## config.mk

```make
export PLATFORM = sky130hd
export DESIGN_NAME = lpm_ctrl
export DESIGN_NICKNAME = d
export VERILOG_FILES = /design/src/rtl/lpm_pkg.sv /design/src/rtl/lpm_wake.sv /design/src/rtl/lpm_warm_timer.sv /design/src/rtl/lpm_pinmux.sv /design/src/rtl/lpm_ctrl.sv
export SDC_FILE = /design/constraint.sdc
export NUM_CORES = 1
export LEC_CHECK = 0
export BUFFER_PORTS_ARGS = -buffer_cell sky130_fd_sc_hd__buf_2
export CORE_MARGIN = 3
export CORE_UTILIZATION = 35
export CTS_CLUSTER_SIZE = 12
export DETAILED_ROUTE_END_ITERATION = 10
export GPL_TIMING_DRIVEN = 0
export PLACE_DENSITY = 0.88
export REMOVE_ABC_BUFFERS = 1
export SETUP_SLACK_MARGIN = 0.1
export SLEW_MARGIN = 20
export SYNTH_ARGS = -nofsm -noshare
export SYNTH_HDL_FRONTEND = slang
export SYNTH_SLANG_ARGS = --single-unit
```

## constraint.sdc

```tcl
create_clock -name clk -period 2.6 [get_ports clk]
set_clock_uncertainty 0.15 [all_clocks]
set_input_delay 0.52 -clock clk [delete_from_list [all_inputs] [get_ports clk]]
set_output_delay 0.52 -clock clk [all_outputs]
set_load 0.02 [all_outputs]
```

## src/rtl/lpm_pkg.sv

```systemverilog
package lpm_pkg;

    localparam int N_XINT = 2;
    localparam int SRC_W  = 2;

    localparam logic [SRC_W-1:0] SRC_INT0   = 2'd0;
    localparam logic [SRC_W-1:0] SRC_INT1   = 2'd1;
    localparam logic [SRC_W-1:0] SRC_PERIPH = 2'd2;

    localparam int PCON_IDLE_BIT = 0;
    localparam int PCON_PD_BIT   = 1;

    typedef enum logic [1:0] {
        ST_RUN   = 2'd0,
        ST_IDLE  = 2'd1,
        ST_PDOWN = 2'd2,
        ST_WARM  = 2'd3
    } lpm_state_e;

    typedef struct packed {
        lpm_state_e        st;
        logic [1:0]        pcon;
        logic [N_XINT-1:0] int_prev;
        logic              irq_take;
        logic [SRC_W-1:0]  irq_src;
        logic              restart;
    } lpm_regs_t;

endpackage

```

## src/rtl/lpm_wake.sv

```systemverilog
module lpm_wake
    import lpm_pkg::*;
(
    input  logic [N_XINT-1:0] int_n,
    input  logic [N_XINT-1:0] int_prev,
    input  logic [N_XINT-1:0] int_en,
    input  logic [N_XINT-1:0] int_edge,
    input  logic              glob_en,
    input  logic              periph_irq,
    output logic              pd_wake,
    output logic              idle_wake,
    output logic [SRC_W-1:0]  pd_src,
    output logic [SRC_W-1:0]  idle_src
);

    logic [N_XINT-1:0] pd_hit;
    logic [N_XINT-1:0] idle_hit;
    logic              periph_hit;

    for (genvar k = 0; k < N_XINT; k++) begin : g_src
        logic level_act;
        logic fall_act;
        logic allowed;
        assign level_act   = !int_edge[k] && !int_n[k];
        assign fall_act    = int_edge[k] && int_prev[k] && !int_n[k];
        assign allowed     = glob_en && int_en[k];
        assign pd_hit[k]   = allowed && level_act;
        assign idle_hit[k] = allowed && (level_act || fall_act);
    end

    assign periph_hit = glob_en && periph_irq;
    assign pd_wake    = |pd_hit;
    assign idle_wake  = (|idle_hit) || periph_hit;

    always_comb begin
        if (pd_hit[0]) pd_src = SRC_INT0;
        else           pd_src = SRC_INT1;
    end

    always_comb begin
        if (idle_hit[0])      idle_src = SRC_INT0;
        else if (idle_hit[1]) idle_src = SRC_INT1;
        else                  idle_src = SRC_PERIPH;
    end

endmodule

```

## src/rtl/lpm_warm_timer.sv

```systemverilog
module lpm_warm_timer #(
    parameter int WARM_CYCLES = 16
) (
    input  logic clk,
    input  logic rst_pin,
    input  logic active,
    output logic last
);

    localparam int CNT_W = $clog2(WARM_CYCLES + 1);
    localparam logic [CNT_W-1:0] CNT_LAST = CNT_W'(WARM_CYCLES - 1);

    logic [CNT_W-1:0] cnt_d, cnt_q;

    always_comb begin
        cnt_d = '0;
        if (active && cnt_q != CNT_LAST) begin
            cnt_d = cnt_q + 1'b1;
        end
    end

    always_ff @(posedge clk) begin
        if (rst_pin) cnt_q <= '0;
        else         cnt_q <= cnt_d;
    end

    assign last = active && (cnt_q == CNT_LAST);

endmodule

```

## src/rtl/lpm_pinmux.sv

```systemverilog
module lpm_pinmux
    import lpm_pkg::*;
#(
    parameter int PORT_W = 8
) (
    input  lpm_state_e        st,
    input  logic              ext_prog,
    input  logic              run_ale,
    input  logic              run_psen,
    input  logic [PORT_W-1:0] run_p0_out,
    input  logic              run_p0_oe,
    input  logic [PORT_W-1:0] run_p2_out,
    input  logic [PORT_W-1:0] p0_sfr,
    input  logic [PORT_W-1:0] p1_sfr,
    input  logic [PORT_W-1:0] p2_sfr,
    input  logic [PORT_W-1:0] p3_sfr,
    input  logic [PORT_W-1:0] addr_hi,
    output logic              ale,
    output logic              psen,
    output logic [PORT_W-1:0] p0_out,
    output logic              p0_oe,
    output logic [PORT_W-1:0] p1_out,
    output logic [PORT_W-1:0] p2_out,
    output logic [PORT_W-1:0] p3_out
);

    assign p1_out = p1_sfr;
    assign p3_out = p3_sfr;

    always_comb begin
        ale    = run_ale;
        psen   = run_psen;
        p0_out = run_p0_out;
        p0_oe  = run_p0_oe;
        p2_out = run_p2_out;
        unique case (st)
            ST_RUN: ;
            ST_IDLE: begin
                ale    = 1'b1;
                psen   = 1'b1;
                p0_out = p0_sfr;
                p0_oe  = !ext_prog;
                p2_out = ext_prog ? addr_hi : p2_sfr;
            end
            default: begin
                ale    = 1'b0;
                psen   = 1'b0;
                p0_out = p0_sfr;
                p0_oe  = !ext_prog;
                p2_out = p2_sfr;
            end
        endcase
    end

endmodule

```

## src/rtl/lpm_ctrl.sv

```systemverilog
module lpm_ctrl
    import lpm_pkg::*;
#(
    parameter int PORT_W      = 8,
    parameter int WARM_CYCLES = 16
) (
    input  logic              clk,
    input  logic              rst_pin,
    input  logic              pcon_we,
    input  logic [7:0]        pcon_wdata,
    input  logic              ext_prog,
    input  logic [1:0]        int_n,
    input  logic [1:0]        int_en,
    input  logic [1:0]        int_edge,
    input  logic              glob_en,
    input  logic              periph_irq,
    input  logic              run_ale,
    input  logic              run_psen,
    input  logic [PORT_W-1:0] run_p0_out,
    input  logic              run_p0_oe,
    input  logic [PORT_W-1:0] run_p2_out,
    input  logic [PORT_W-1:0] p0_sfr,
    input  logic [PORT_W-1:0] p1_sfr,
    input  logic [PORT_W-1:0] p2_sfr,
    input  logic [PORT_W-1:0] p3_sfr,
    input  logic [PORT_W-1:0] addr_hi,
    output logic [1:0]        pcon_bits,
    output logic              cpu_clk_en,
    output logic              osc_en,
    output logic              ale,
    output logic              psen,
    output logic [PORT_W-1:0] p0_out,
    output logic              p0_oe,
    output logic [PORT_W-1:0] p1_out,
    output logic [PORT_W-1:0] p2_out,
    output logic [PORT_W-1:0] p3_out,
    output logic              irq_take,
    output logic [1:0]        irq_src,
    output logic              restart
);

    lpm_regs_t r_d, r_q;

    logic             pd_wake, idle_wake, warm_last;
    logic [SRC_W-1:0] pd_src, idle_src;

    lpm_wake u_wake (
        .int_n      (int_n),
        .int_prev   (r_q.int_prev),
        .int_en     (int_en),
        .int_edge   (int_edge),
        .glob_en    (glob_en),
        .periph_irq (periph_irq),
        .pd_wake    (pd_wake),
        .idle_wake  (idle_wake),
        .pd_src     (pd_src),
        .idle_src   (idle_src)
    );

    lpm_warm_timer #(.WARM_CYCLES(WARM_CYCLES)) u_warm (
        .clk     (clk),
        .rst_pin (rst_pin),
        .active  (r_q.st == ST_WARM),
        .last    (warm_last)
    );

    lpm_pinmux #(.PORT_W(PORT_W)) u_pins (
        .st         (r_q.st),
        .ext_prog   (ext_prog),
        .run_ale    (run_ale),
        .run_psen   (run_psen),
        .run_p0_out (run_p0_out),
        .run_p0_oe  (run_p0_oe),
        .run_p2_out (run_p2_out),
        .p0_sfr     (p0_sfr),
        .p1_sfr     (p1_sfr),
        .p2_sfr     (p2_sfr),
        .p3_sfr     (p3_sfr),
        .addr_hi    (addr_hi),
        .ale        (ale),
        .psen       (psen),
        .p0_out     (p0_out),
        .p0_oe      (p0_oe),
        .p1_out     (p1_out),
        .p2_out     (p2_out),
        .p3_out     (p3_out)
    );

    always_comb begin
        r_d          = r_q;
        r_d.int_prev = int_n;
        r_d.irq_take = 1'b0;
        r_d.restart  = 1'b0;
        if (rst_pin) begin
            r_d.st      = ST_RUN;
            r_d.pcon    = 2'b00;
            r_d.irq_src = SRC_INT0;
            r_d.restart = 1'b1;
        end else begin
            unique case (r_q.st)
                ST_RUN: begin
                    if (pcon_we) begin
                        if (pcon_wdata[PCON_PD_BIT]) begin
                            r_d.st   = ST_PDOWN;
                            r_d.pcon = 2'b10;
                        end else if (pcon_wdata[PCON_IDLE_BIT]) begin
                            r_d.st   = ST_IDLE;
                            r_d.pcon = 2'b01;
                        end
                    end
                end
                ST_IDLE: begin
                    if (idle_wake) begin
                        r_d.st       = ST_RUN;
                        r_d.pcon     = 2'b00;
                        r_d.irq_take = 1'b1;
                        r_d.irq_src  = idle_src;
                    end
                end
                ST_PDOWN: begin
                    if (pd_wake) begin
                        r_d.st      = ST_WARM;
                        r_d.pcon    = 2'b00;
                        r_d.irq_src = pd_src;
                    end
                end
                ST_WARM: begin
                    if (warm_last) begin
                        r_d.st       = ST_RUN;
                        r_d.irq_take = 1'b1;
                    end
                end
                default: r_d.st = ST_RUN;
            endcase
        end
    end

    always_ff @(posedge clk) begin
        r_q <= r_d;
    end

    assign pcon_bits  = r_q.pcon;
    assign cpu_clk_en = (r_q.st == ST_RUN);
    assign osc_en     = (r_q.st != ST_PDOWN);
    assign irq_take   = r_q.irq_take;
    assign irq_src    = r_q.irq_src;
    assign restart    = r_q.restart;

endmodule

```

After elaboration in Yosys (flattened, before gate mapping)
Index checks and enable logic that the tools add are counted.
- bits in registers: 15
- bits in latches: 0
- bits in writable memories: 0
- bits in read-only memories: 0
- input port bits: 79
- output and inout bits: 43
- logic and storage cells: 75
- memories: 0
- add/sub/neg operators: 1
- $mul: 0
- divide/modulo/power cells: 0
- magnitude comparators: 0
- equal/unequal tests: 11
- shifts and indexed selects: 0
- mux-type cells: 23
- bitwise operators: 1
- reductions and logical operators: 32
- operator list (operator ; number):
    $mux 4 ; 5
    $mux 8 ; 2
    $pmux 8 s2 ; 1
    $logic_and 1x1->1 ; 15
    $ne 2x2->1 const B ; 5
    $reduce_and 5->1 ; 2
    $mux 2 ; 4
    $pmux 2 s4 ; 1
    $pmux 1 s2 ; 3
    $pmux 2 s3 ; 1
    $reduce_or 2->1 ; 3
    $add 5x1->5 const B ; 1
    $eq 5x4->1 const B ; 1
    $logic_not 1->1 ; 5
    $ne 5x4->1 const B ; 1
    $eq 2x2->1 const B ; 2
    $mux 1 ; 4
    $pmux 2 s2 ; 1
    $logic_or 1x1->1 ; 3
    $mux 3 ; 1
    $ne 3x3->1 const B ; 1
    $reduce_and 3->1 ; 1
    $reduce_bool 3->1 ; 1
    $eq 2x1->1 const B ; 1
    other kinds (3) ; 3

Logic depth before layout (Yosys ltp)
- word-level depth: 8
- gate-level depth with buffers: 7

Modules after synthesis
A second synthesis with hierarchy kept.
- cell total of the unflattened synthesis: 167
- area total of the unflattened synthesis: 1336.3 um2
- modules (own cells, without submodules) (module ; times used ; cells each ; area an instance (um2) ; seq. area each (um2)):
    lpm_ctrl ; 1 ; 58 ; 561.8 ; 200.2
    lpm_pinmux ; 1 ; 71 ; 457.9 ; 0.0
    lpm_warm_timer ; 1 ; 21 ; 216.5 ; 100.1
    lpm_wake ; 1 ; 17 ; 100.1 ; 0.0

Least setup slack after synthesis
No wires, ideal clock.
- path type: reg-to-output
- start point: register r_q[8] (netlist bit)
- end point: output port p0_out[0]
- arrival: 1.688 ns
- setup slack: 0.242 ns
- cell stages (with the launch flop): 6
- path buffers: 2
- cells stage by stage: dfxtp_1 -> inv_1 -> ha_1 -> clkbuf_1 -> clkbuf_1 -> mux2_2
- word-level cells in the longest chain between the ends: 2
- RTL lines (item ; line ; RTL):
    from (decl) ; lpm_ctrl.sv:42 ; lpm_regs_t r_d, r_q;
    from (signal assigned) ; lpm_ctrl.sv:139 ; r_q <= r_d;
    $logic_not 2->1 ; -- ;
    named net cpu_clk_en ; lpm_ctrl.sv:28 ; output logic cpu_clk_en,
    $mux 8 ; lpm_pinmux.sv:36 ; unique case (st)
    to (decl) ; lpm_ctrl.sv:32 ; output logic [PORT_W-1:0] p0_out,
The timed path passes the listed nets, and every way through them passes these cells.

Worst setup path after layout
- start point: register r_q[8] (netlist bit)
- end point: output port p2_out[2]
- word-level cells in the longest chain between the ends: 2
- RTL lines (item ; line ; RTL):
    $eq 2x1->1 or $logic_not 2->1 (tied branches) ; lpm_pinmux.sv:36 ;
    $pmux 8 s2 (*) ; lpm_pinmux.sv:36 ;
    to (decl) ; lpm_ctrl.sv:35 ; output logic [PORT_W-1:0] p2_out,
Mark *: on every way between the ends. The rest lies on a longest branch, timed or not.

==> reports/qor.csv <==
stage,metric,value,unit
worst_hold_path,Hold Crit Depth,1,
worst_setup_path,flop2flop setup slack,0.56,ns
global_routing,met3 Use GR,10.2,%
worst_setup_path,Setup Crit Path Kind,register to output port,
placement,IO Port Bufs,83,
global_routing,vias in the first global route,1183,
synth,Synth Area in Simple Gates,18.2,%
clock_tree,TritonCTS Buffers,3,
global_routing,GR Overflow Total,0,
synth,Synth Cell Area,1220,µm²
synth,top cell type's share of synthesized area,24.6,%
global_routing,Total GRT Usage,15.8,%
timing,Slew @ Worst Pin,0.362,ns
worst_setup_path,slowest library cell on the worst path,dfxtp_1,
clock_tree,CTS max path bufs,2,
worst_setup_path,Worst EP required,1.93,ns
timing,setup TNS,0,ns
synth,warnings from Yosys,0,
synth,top post-synthesis cells by area,"dfxtp_1, mux2_2, buf_4, nand2_1, ha_1",
worst_hold_path,worst min-delay path class,primary input to register,
cells_and_area,Layout Utilization,49.8,%
pwr,LEAKAGE,0.785,nW
cells_and_area,synthesis-to-layout area growth,29.8,%
synth,largest family of logic cells by synthesized area,compound AO/OA/AOI/OAI gates,
global_routing,initial antenna violation count,0,
synth,complex-gate fraction of the synthesized area,18.3,%
synth,Post-synth EDFFs,0,
routing,routed vias/inst,5.05,
timing,Slew Limit Fails,0,
synth,top_reg_cell synth,dfxtp_1,
job,Max-Cap Viols,0,
routing,WL/cell,13.7,µm
synth,synth unique cells,32,
placement,Placed Cells,247,
cells_and_area,antenna cell count,0,
worst_setup_path,Arrival @ worst endpoint,1.71,ns
die,Die W,65.0,µm
synth,synthesized flop and latch total,15,
worst_setup_path,Startpoint Class,register,
worst_setup_path,CP max FO,15,
synth,Post-Synth Adder-Cell Area,6.15,%
synth,"Avg Cell Area, Syn",8.36,µm²
clock_tree,clk sinks,15,
routing,number of DRC markers in iteration 0,42,
placement,dpl ws,-0.130,ns
die,Die Area,4230,µm²
synth,Post-synth top cells,"nand2_1, buf_4, mux2_2",
placement,Area after DPL,1520,µm²
global_routing,largest net degree at the start of global routing,28,
global_routing,most crowded layer after global routing,met2,
timing,Tmin final,2.38,ns
run_status,status,"complete, no violations",
timing,final setup fails,0,
global_routing,met2 Track Usage GR,26.2,%
timing,Fin. Hold Viols,0,
timing,max frequency,420,MHz
synth,Post-synth ARST share,0,%
die,IO Count,122,
synth,Cells after Synth,146,
timing,period utilization,91.5,%
clock_tree,Clock Pin Slew Worst Setup and Hold Paths,0.09,ns
worst_setup_path,path depth of the worst reg2reg path,7,
clock_tree,H-tree depth,1,
clock_tree,CTS root buf,clkbuf_4,
worst_setup_path,"Cell Chain, Critical Path",inv_1 > ha_4 > buf_4 > a22oi_1 > nand2_1 > buf_2,
cells_and_area,filler-free cell count of the finished design,252,
cells_and_area,fin area,1580,µm²
synth,multiplexer share of the synthesized area,15.6,%
global_routing,routing usage on met1,14.7,%
timing,fin worst setup slack,0.222,ns
clock_tree,CTS tree,yes,
routing,final wirelength,3460,µm
timing,final hold slack,0.177,ns
cells_and_area,proportion of layout cells with a drive suffix above 1,53.8,%
synth,most frequent cell after synthesis,nand2_1,
synth,share of the yosys chip area belonging to registers,24.6,%
worst_setup_path,Critical Path Sink Type,output port,
clock_tree,CTS Hold Bufs,0,
placement,hpwl dp,2720,µm
synth,Yosys top cell by area,dfxtp_1,
pwr,VDD IR-drop max,0.452,mV
timing,RSZ-0062 raised after global routing,false,
routing,iteration count of the initial detailed-routing pass,5,
pwr,total chip power,1.40,mW
die,Initial Utilization,38.4,%
die,Core ar.,3180,µm²
routing,DRC,0,
worst_setup_path,"Largest stage delay, worst path",0.42,ns
die,die height,65.0,µm
global_routing,global-route wire length before repair,5220,µm
routing,antenna violation net count after detailed routing,0,
placement,gpl congestion,0.748,
clock_tree,"Clk Latency, worst-skew pair",0.30,ns
cells_and_area,layout net count,294,
routing,routed vias,1273,
die,std cell rows,20,
synth,XOR/XNOR Fraction of Synth Area,1.44,%
pwr,pwr dens,883,nW/µm²
timing,Slew HR,75.5,%
-- final cells by class --
cell class / instances / area, µm²
clock inverters: 1 / 5.00
flip-flops and latches: 15 / 300
inverters: 5 / 18.8
well taps: 44 / 55.1
fillers: 307 / 1590
multi-input cells: 100 / 759
clock buffers: 3 / 22.5
repair buffers: 84 / 423
-- state kept, by name (all words and copies together) (netlist names) --
name	cells
u_warm.cnt_q	5
r_q	4
irq_src	2
pcon_bits	2
irq_take	1
restart	1
-- worst max-delay path: cells and delay by family (launching register included) --
family	cells	cell delay (ns)
compound gates	1	0.19
flops	1	0.42
simple gates	1	0.07
fa+ha+maj	1	0.25
buf+inv	3	0.48
-- cell usage in the layout, fill, tap and decap left out, types with 3 or more instances in the layout --
cell type  Yosys  final
o21ai_0        5      5
nand2_1       22     22
buf_2          1     83
inv_1          5      5
a22oi_1        9      9
nor2_1        10      9
clkbuf_4       0      3
or4_1          4      4
nor2b_1        3      3
ha_1           6      4
mux2_2        16     16
dfxtp_1       15     15
-- power breakdown --
| group | switching [mW] | internal [mW] |
|---|---|---|
| registers | 0.0197 | 0.263 |
| logic | 0.578 | 0.396 |
| clock network | 0.0838 | 0.0575 |
| total | 0.682 | 0.717 |
-- metal layers --
metal	share of wire (%)	routed length, µm	up-vias
met5	1.3	45	-
met4	1.6	57	2
met3	18	625	7
met2	44	1520	89
met1	35	1210	558
li1	-	-	617
-- worst paths after layout --
path	startpoint	to
setup / recovery	r_q[8]	p2_out[2]
hold / removal	int_n[1]	r_q[5]
setup reg to reg	r_q[8]	r_q[8]
hold reg to reg	u_warm.cnt_q[0]	u_warm.cnt_q[0]
-- logic make-up after synthesis --
family,count (synthesis)
and+or+nand+nor,47
buffers and inverters,31
AOI/OAI and AO/OA,28
muxes,17
DFF,15
adders and majority gates,6
xor gates and xnor gates,2
-- timing repair --
action                                  CTS  global route
endpoints found under the setup margin   20             8
hold endpoints to repair                  0             0
setup buffers                             0             1
resized for setup                         4             2
pin swaps                                 0             1
(Power assumes the default switching activity.)
